[src/rtl/eeword_pkg.sv]
package eeword_pkg;

    localparam int OFF_W  = 16;
    localparam int DATA_W = 16;

    typedef enum logic [2:0] {
        ST_OK      = 3'd0,
        ST_BADARG  = 3'd1,
        ST_RANGE   = 3'd2,
        ST_TIMEOUT = 3'd3,
        ST_NOGRANT = 3'd4
    } status_e;

    typedef enum logic [1:0] {
        V_GO, V_BADARG, V_RANGE, V_FWD
    } verdict_e;

    typedef enum logic [3:0] {
        S_IDLE, S_FWD, S_GRANT, S_WDATA, S_PRE,
        S_ISSUE, S_POST, S_PUSH, S_DONE
    } state_e;

    typedef struct packed {
        logic             write;
        logic [OFF_W-1:0] offset;
        logic [OFF_W-1:0] count;
    } req_t;

    // last address offset+count-1 fits in aw bits (count >= 1)
    function automatic logic last_fits(input logic [OFF_W-1:0] off,
                                       input logic [OFF_W-1:0] cnt,
                                       input int aw);
        logic [OFF_W:0] last;
        last = {1'b0, off} + {1'b0, cnt} - (OFF_W+1)'(1);
        return (last >> aw) == '0;
    endfunction

endpackage

[src/rtl/eeword_guard.sv]
module eeword_guard
    import eeword_pkg::*;
#(
    parameter int WORD_SIZE  = 1024,
    parameter int CMD_ADDR_W = 14
) (
    input  req_t     req,
    input  logic     dev_spi,
    output verdict_e verdict
);
    localparam logic [OFF_W:0] LIMIT = (OFF_W+1)'(WORD_SIZE);

    always_comb begin
        if (req.count == '0)
            verdict = V_BADARG;
        else if ({1'b0, req.offset} >= LIMIT)
            verdict = V_RANGE;
        else if (!dev_spi || !last_fits(req.offset, req.count, CMD_ADDR_W))
            verdict = V_FWD;
        else
            verdict = V_GO;
    end
endmodule

[src/rtl/eeword_poll.sv]
module eeword_poll #(
    parameter int POLL_LIMIT = 64
) (
    input  logic clk,
    input  logic rst,
    input  logic active,
    input  logic done_i,
    output logic hit,
    output logic expired
);
    localparam int CW = $clog2(POLL_LIMIT + 1);

    logic [CW-1:0] cnt;

    always_ff @(posedge clk) begin
        if (rst || !active)
            cnt <= '0;
        else
            cnt <= cnt + CW'(1);
    end

    assign hit     = active && done_i;
    assign expired = active && !done_i && (cnt == CW'(POLL_LIMIT - 1));


    poll_bound_chk: assert property (@(posedge clk) disable iff (rst)
        active |-> (cnt < CW'(POLL_LIMIT)));
endmodule

[src/rtl/eeword_engine.sv]
module eeword_engine
    import eeword_pkg::*;
#(
    parameter int WORD_SIZE  = 1024,
    parameter int CMD_ADDR_W = 14,
    parameter int POLL_LIMIT = 64
) (
    input  logic                  clk,
    input  logic                  rst,
    input  logic                  req_start,
    input  logic                  req_write,
    input  logic [OFF_W-1:0]      req_offset,
    input  logic [OFF_W-1:0]      req_count,
    input  logic                  dev_spi,
    output logic                  fwd_o,
    output logic                  done_o,
    output logic [2:0]            status_o,
    output logic                  grant_req_o,
    input  logic                  grant_ack_i,
    input  logic                  grant_nak_i,
    output logic                  ee_cmd_start_o,
    output logic                  ee_cmd_write_o,
    output logic [CMD_ADDR_W-1:0] ee_cmd_addr_o,
    output logic [DATA_W-1:0]     ee_cmd_data_o,
    input  logic                  ee_done_i,
    input  logic [DATA_W-1:0]     ee_rdata_i,
    input  logic                  wr_valid_i,
    output logic                  wr_ready_o,
    input  logic [DATA_W-1:0]     wr_data_i,
    output logic                  rd_valid_o,
    input  logic                  rd_ready_i,
    output logic [DATA_W-1:0]     rd_data_o
);
    state_e           state;
    req_t             cur;
    req_t             live;
    verdict_e         verdict;
    logic [OFF_W-1:0] idx;
    logic [DATA_W-1:0] wbuf;
    logic [DATA_W-1:0] rbuf;
    status_e          stat;
    logic             poll_act, poll_hit, poll_exp;
    logic             last_word;
    state_e           word_next;
    logic [OFF_W-1:0] addr_full;

    assign live = '{write: req_write, offset: req_offset, count: req_count};

    eeword_guard #(.WORD_SIZE(WORD_SIZE), .CMD_ADDR_W(CMD_ADDR_W)) guard_i (
        .req(live), .dev_spi(dev_spi), .verdict(verdict)
    );

    assign poll_act = (state == S_PRE) || (state == S_POST);

    eeword_poll #(.POLL_LIMIT(POLL_LIMIT)) poll_i (
        .clk(clk), .rst(rst), .active(poll_act), .done_i(ee_done_i),
        .hit(poll_hit), .expired(poll_exp)
    );

    assign last_word = (idx == cur.count - OFF_W'(1));
    assign word_next = cur.write ? S_WDATA : S_ISSUE;
    assign addr_full = cur.offset + idx;

    always_ff @(posedge clk) begin
        if (rst) begin
            state <= S_IDLE;
            cur   <= '0;
            idx   <= '0;
            wbuf  <= '0;
            rbuf  <= '0;
            stat  <= ST_OK;
        end else begin
            case (state)
                S_IDLE: if (req_start) begin
                    cur <= live;
                    idx <= '0;
                    case (verdict)
                        V_BADARG: begin stat <= ST_BADARG; state <= S_DONE; end
                        V_RANGE:  begin stat <= ST_RANGE;  state <= S_DONE; end
                        V_FWD:    state <= S_FWD;
                        default:  state <= S_GRANT;
                    endcase
                end
                S_FWD: state <= S_IDLE;
                S_GRANT: begin
                    if (grant_nak_i) begin
                        stat  <= ST_NOGRANT;
                        state <= S_DONE;
                    end else if (grant_ack_i) begin
                        state <= word_next;
                    end
                end
                S_WDATA: if (wr_valid_i) begin
                    wbuf  <= wr_data_i;
                    state <= S_PRE;
                end
                S_PRE: begin
                    if (poll_hit) state <= S_ISSUE;
                    else if (poll_exp) begin
                        stat  <= ST_TIMEOUT;
                        state <= S_DONE;
                    end
                end
                S_ISSUE: state <= S_POST;
                S_POST: begin
                    if (poll_hit) begin
                        if (!cur.write) begin
                            rbuf  <= ee_rdata_i;
                            state <= S_PUSH;
                        end else if (last_word) begin
                            stat  <= ST_OK;
                            state <= S_DONE;
                        end else begin
                            idx   <= idx + OFF_W'(1);
                            state <= word_next;
                        end
                    end else if (poll_exp) begin
                        stat  <= ST_TIMEOUT;
                        state <= S_DONE;
                    end
                end
                S_PUSH: if (rd_ready_i) begin
                    if (last_word) begin
                        stat  <= ST_OK;
                        state <= S_DONE;
                    end else begin
                        idx   <= idx + OFF_W'(1);
                        state <= word_next;
                    end
                end
                S_DONE:  state <= S_IDLE;
                default: state <= S_IDLE;
            endcase
        end
    end

    assign fwd_o          = (state == S_FWD);
    assign done_o         = (state == S_DONE);
    assign status_o       = stat;
    assign grant_req_o    = (state == S_GRANT) || (state == S_WDATA) || (state == S_PRE)
                         || (state == S_ISSUE) || (state == S_POST) || (state == S_PUSH);
    assign ee_cmd_start_o = (state == S_ISSUE);
    assign ee_cmd_write_o = cur.write;
    assign ee_cmd_addr_o  = addr_full[CMD_ADDR_W-1:0];
    assign ee_cmd_data_o  = wbuf;
    assign wr_ready_o     = (state == S_WDATA);
    assign rd_valid_o     = (state == S_PUSH);
    assign rd_data_o      = rbuf;


    cmd_under_grant_chk: assert property (@(posedge clk) disable iff (rst)
        ee_cmd_start_o |-> grant_req_o);


    pre_poll_chk: assert property (@(posedge clk) disable iff (rst)
        (ee_cmd_start_o && ee_cmd_write_o) |-> $past(ee_done_i));


    rd_hold_chk: assert property (@(posedge clk) disable iff (rst)
        (rd_valid_o && !rd_ready_i) |=> (rd_valid_o && $stable(rd_data_o)));


    done_pulse_chk: assert property (@(posedge clk) disable iff (rst)
        done_o |=> !done_o);


    badarg_no_grant_chk: assert property (@(posedge clk) disable iff (rst)
        (done_o && status_o == 3'd1) |-> !$past(grant_req_o));
endmodule

[config.mk]
export PLATFORM = sky130hd
export DESIGN_NAME = eeword_engine
export DESIGN_NICKNAME = d
export VERILOG_FILES = /design/src/rtl/eeword_pkg.sv /design/src/rtl/eeword_guard.sv /design/src/rtl/eeword_poll.sv /design/src/rtl/eeword_engine.sv
export SDC_FILE = /design/constraint.sdc
export NUM_CORES = 1
export LEC_CHECK = 0
export BUFFER_PORTS_ARGS = -buffer_cell sky130_fd_sc_hd__buf_2
export CORE_MARGIN = 3
export CORE_UTILIZATION = 25
export CTS_BUF_LIST = sky130_fd_sc_hd__clkbuf_8
export CTS_CLUSTER_SIZE = 24
export DETAILED_ROUTE_END_ITERATION = 16
export MAX_ROUTING_LAYER = met4
export PLACE_DENSITY_LB_ADDON = 0.25
export SLEW_MARGIN = 15
export SYNTH_ARGS = -nofsm -noshare
export SYNTH_HDL_FRONTEND = slang
export SYNTH_SLANG_ARGS = --single-unit
[constraint.sdc]
create_clock -name clk -period 4.2 [get_ports clk]
set_input_delay 0.84 -clock clk [delete_from_list [all_inputs] [get_ports clk]]
set_output_delay 0.84 -clock clk [all_outputs]
set_load 0.05 [all_outputs]
### Yosys cells after proc, flatten, opt, wreduce, memory -nomap -nowiden

Index checks and enable logic that the tools add are counted.

| storage, ports and cells | value |
|---|---|
| output and inout port bits | 56 |
| bits of input ports | 74 |
| logic and storage cells | 99 |
| flip-flop bits (word level) | 93 |

| cells by class | value |
|---|---|
| $lt $le $gt $ge | 1 |
| add/subtract/negate cells | 6 |
| equality and inequality tests | 23 |
| muxes and demuxes | 32 |
| bitwise operators | 1 |
| reduce and logical (&&, ||, !) cells | 27 |

Operators with widths:

| operator | number |
|---|---|
| 2-to-1 mux 16 bit | 5 |
| one-hot mux 16 bit (3 select lines) | 1 |
| 2-to-1 mux 4 bit | 10 |
| one-hot mux 4 bit (7 select lines) | 1 |
| 2-to-1 mux 3 bit | 9 |
| adder 16 x 16 -> 17 bit | 1 |
| logical NOT 17 bit | 1 |
| subtractor 17 x 1 -> 17 bit (second input constant) | 1 |
| adder 16 x 1 -> 16 bit (second input constant) | 1 |
| == test 16 bit | 1 |
| == test 4 x 3 -> 1 bit (second input constant) | 4 |
| greater-or-equal comparator 16 x 11 -> 1 bit (second input constant) | 1 |
| logical NOT 16 bit | 1 |
| subtractor 16 x 1 -> 16 bit (second input constant) | 1 |
| one-hot mux 3 bit (5 select lines) | 1 |
| adder 14 bit | 1 |
| != test 2 bit (second input constant) | 6 |
| == test 4 x 2 -> 1 bit (second input constant) | 2 |
| logical OR 1 bit | 8 |
| one-hot mux 4 bit (2 select lines) | 1 |
| adder 7 x 1 -> 7 bit (second input constant) | 1 |
| == test 7 x 6 -> 1 bit (second input constant) | 1 |
| AND reduction 7 bit | 1 |
| 2-to-1 mux 2 bit | 3 |
| 19 further kinds | 27 |

### Logic depth before layout (Yosys ltp)

| logic depth | value |
|---|---|
| depth after elaboration | 13 |
| mapped depth | 18 |

### By module

A second synthesis with hierarchy kept.

| second synthesis, totals | value |
|---|---|
| cells, all modules | 855 |
| area, all modules | 6,371.1 um^2 |

By module, submodules not included:

| module | seq. area each (um^2) | area an instance (um^2) | cells each | instances |
|---|---|---|---|---|
| eeword_engine | 1,721.7 | 5,190.0 | 685 | 1 |
| eeword_guard | 0.0 | 899.6 | 137 | 1 |
| eeword_poll | 140.1 | 281.5 | 33 | 1 |

### Worst setup path after synthesis

Ideal clock, no wire load.

| timing path | value |
|---|---|
| path kind | input to register |
| start | input port req_offset[6] |
| end | register stat[0], in the netlist status_o[0] |
| buffers on the path | 0 |
| data required time | 4.068 ns |
| library setup time | 0.132 ns |
| data arrival time | 3.999 ns |
| setup slack | 0.070 ns |
| stages | 18 |
| cells stage by stage | inv_1 > ha_1 > inv_1 > ha_1 > a21o_1 > a21o_1 > a221oi_1 > o21ai_0 > or4_1 > nand4_1 > nand3_1 > o21a_1 > ha_1 > nand2_1 > a211oi_1 > nand2_1 > nor3_1 > nor4_1 |

| between the ends | value |
|---|---|
| cells in the longest elaborated chain, start to end | 12 |
| elaborated cells between the ends (all ways) | 16 |
| classes of those cells | add/sub (2); order compare (1); eq/ne (3); mux (6); reduce/logical (4) |

RTL lines:

| what | RTL line | text |
|---|---|---|
| from (decl) | eeword_engine.sv:12 | `input logic [OFF_W-1:0] req_offset,` |
| adder 16 x 16 -> 17 bit | eeword_pkg.sv:34 | `last = {1'b0, off} + {1'b0, cnt} - (OFF_W+1)'(1);` |
| subtractor 17 x 1 -> 17 bit | eeword_pkg.sv:34 |  |
| logical NOT 17 bit | eeword_pkg.sv:35 | `return (last >> aw) == '0;` |
| logical NOT 1 bit | eeword_guard.sv:18 | `else if (!dev_spi \|\| !last_fits(req.offset, req.count, CMD_ADDR_W))` |
| logical OR 1 bit | eeword_guard.sv:18 |  |
| 2-to-1 mux 2 bit | eeword_guard.sv:18 |  |
| 2-to-1 mux 2 bit * | eeword_guard.sv:16 | `else if ({1'b0, req.offset} >= LIMIT)` |
| 2-to-1 mux 2 bit * | eeword_guard.sv:14 | `if (req.count == '0)` |
| == test 2 bit / == test 2 x 1 -> 1 bit (equally long branches) | eeword_engine.sv:77 | `case (verdict)` |
| one-hot mux 3 bit (2 select lines) | eeword_engine.sv:77 |  |
| 2-to-1 mux 3 bit | eeword_engine.sv:74 | `S_IDLE: if (req_start) begin` |
| one-hot mux 3 bit (5 select lines) | eeword_engine.sv:73 | `case (state)` |
| to (signal assigned) | eeword_engine.sv:71 | `stat <= ST_OK;` |
| to (signal assigned) | eeword_engine.sv:78 | `V_BADARG: begin stat <= ST_BADARG; state <= S_DONE; end` |
| to (signal assigned) | eeword_engine.sv:79 | `V_RANGE: begin stat <= ST_RANGE; state <= S_DONE; end` |
| to (decl) | eeword_engine.sv:41 | `status_e stat;` |

Mark *: on every way between the ends. The rest lies on a longest branch, timed or not. The select of a mux whose other input is x is not followed.
A chain may end at the register's enable or synchronous reset.

### Worst setup path in the final report

| timing path | value |
|---|---|
| start | input port req_offset[6] |
| end | register stat[1], in the netlist status_o[1] |

The elaborated chain is that of the path after synthesis.

==> impl_metrics.ini <==
[status]
status = finished, final reports clean

[sta]
min_period_ns = 3.98
fin_crit_sh_pct = 94.7
finalSetupViolCount = 0
max_freq_ghz = 0.252
worstMarginPinSlew_ns = 0.820
slew-limit-headroom_pct = 45.3
slew_violations = 0
hold_viol = 0
rsz0062_at_grt = no
finalClockSkew_ns = 0.0138
tns_ns = 0

[yosys]
syn_nets = 891
synth_edf_count = 0
ys_types = 69
ys_seq_area_share_pct = 32.2
yosysWarnings = 0
post_synth.cell_area_avg_sq_um = 7.54
syn-cell-area_sq_um = 5790
syn_inst = 768
synth_ff_type = dfxtp_1
synth_seq_cells = 93
async_flop_share_pct = 0

[critical_path]
start_kind = primary input
required_ns = 4.41
critPathMaxFanout = 4
criticalPathCategory = in -> reg
worstSetupEndpointType = register
worst_ep_arrival_time_ns = 4.19

[clock_tree]
clockRootBuffer = clkbuf_8
clock_path_buffers = 2
cts_tree = yes
cts.clk_slew.worst_paths_ns = 0.09
cts_inserted_buffers = 9
cts.sinks = 93
clk_latency_ns = 0.37
htreeDepth = 3

[global_routing]
grt_overflow = 0
grt_pass1_wl_mm = 25.3
grt_usage_pct = 13.0
met3_usage_pct = 2.27
met2_usage_pct = 20.7
grt_max_degree = 40
antenna_found_initial = 0
first_global_vias = 4880
use_met1_pct = 17.5
grt-busiest-layer = met2

[flow_run]
maxCapViolations = 0

[detailed_routing]
first_pass_iters = 5
wire_per_inst_um = 13.6
postRouteAntennaNets = 0
dr_total_vias = 5470
via_per_inst = 4.60
routed_wl_mm = 16.1
drt_iter0_markers = 293
drc = 0

[min_path]
min_path_type = reg -> reg

[floorplanning]
rows = 55
io_pins = 130
placeableCoreArea_sq_um = 22700
die_w_um = 158
die_area_sq_um = 25000
initial_core_util_pct = 25.5
die_h_um = 158

[cells_and_area]
drive_above_1_share_pct = 21.1
syn_to_final_growth_pct = 21.8
finalNonFillerCells = 1189
fillerInstances = 2488
fin_nets = 1023
diodes = 0
seq_area_sq_um = 1860
multiInputGateArea_sq_um = 3540

[place]
io_buffers = 129
place_congestion = 0.834
dpl.cell_count = 1174
place_hpwl_mm = 12.5

[power]
irDropWorstVdd_mv = 0.183
power_density_nw_per_um2 = 373
static-leakage-power_nw = 3.17
p_total_mw = 2.63
[metal layers]
metal	vias to the layer above	wire length [um]
met5	-	0
met1	2492	7780
met3	7	530
met2	97	7710
met4	0	106
li1	2874	-
[state kept, by name, summed over array words and instances (netlist names)]
signal / cells
cur: 30
ee_cmd_data_o: 16
ee_cmd_write_o: 1
idx: 16
poll_i.cnt: 7
rd_data_o: 16
state: 4
status_o: 3
[cells by family after synthesis]
family	count (synthesis)	synth area share [%]
buffers and inverters	107	7.15
AOI/OAI and AO/OA	153	16.0
muxes	2	0.346
xor gates and xnor gates	46	7.09
adders and majority gates	49	10.7
DFF	93	32.2
and+or+nand+nor	318	26.5
[through the flow]
| stage | setup WS [ns] | util [%] | hold WS [ns] | cell area, sq um |
|---|---|---|---|---|
| finish | 0.224 | 31.1 | 0.456 | 7050 |
| global route | 0.000848 | 31.1 | 0.474 | 7050 |
| CTS | 0.0473 | 30.9 | 0.459 | 7030 |
| detailed placement | -0.351 | 30.1 | 0.445 | 6840 |
| global placement | -0.277 | 30.1 | 0.439 | 6840 |
| floorplan | 0.0698 | - | 0.430 | 5790 |
[cell usage after synthesis, types with 7 or more instances]
master,n,share of area [%]
o21ai_0,17,1.5
clkbuf_1,29,1.9
xnor2_1,28,4.2
a21oi_1,82,7.1
dfxtp_1,93,32
inv_1,76,4.9
nand2_1,155,10
nand4_1,9,0.97
a21o_1,7,0.91
ha_1,48,10
nand2b_1,9,0.97
nand3_1,20,1.7
or4_1,9,1.2
xor2_1,17,2.6
and3_1,11,1.2
nor3_1,17,1.5
nor4_1,11,1.2
nor2_1,44,2.9
[final cells by class]
class | count | area share [%]
Multi-Input combinational cell | 568 | 50.2
Sequential cell | 93 | 26.4
Timing Repair Buffer | 152 | 11.6
Tap cell | 285 | 5.05
Inverter | 76 | 4.04
Clock buffer | 9 | 1.76
Clock inverter | 6 | 0.922
[report_power, final]
group	internal (mW)	switching (mW)	total, mW
Clock	0.272	0.336	0.608
Sequential	0.946	0.0872	1.03
Combinational	0.359	0.627	0.987
[critical path: stages]
cell and delay (ns):
buf_2 0.08, inv_1 0.04, ha_1 0.26, inv_1 0.04
ha_1 0.29, a21o_1 0.18, a21o_1 0.18, a221oi_2 0.26
o21ai_1 0.14, or4_1 0.47, nand4_1 0.10, nand3_1 0.10
o21a_1 0.22, ha_1 0.28, nand2_1 0.07, a211oi_2 0.21
buf_4 0.15, nand2_1 0.07, o21ai_1 0.13, a21oi_1 0.07
[layout by cell type, fill, tap and decap left out, types with 20 or more instances in the layout]
cell type	instances
nand2_1	155
buf_2	128
dfxtp_1	91
a21oi_1	82
inv_1	77
ha_1	48
nor2_1	44
xnor2_1	28
buf_4	23
nand3_1	20
[final timing paths]
kind                    start                to  slack [ns]  cells past startpoint
min reg2reg  ee_cmd_data_o[1]  ee_cmd_data_o[1]        0.46                      2
max reg2reg            cur[0]       status_o[0]        1.09                     11
max             req_offset[6]       status_o[1]        0.22                     20
min          ee_cmd_data_o[1]  ee_cmd_data_o[1]        0.46                      2
[repair_timing]
item / in CTS / in global routing
hold buffers: 0 / 0
buffers inserted: 0 / 0
hold endpoints to repair: 0 / 0
resized for setup: 0 / 11
endpoints found under the setup margin: 0 / 4
Note: power is estimated with default switching activity, not from simulation.
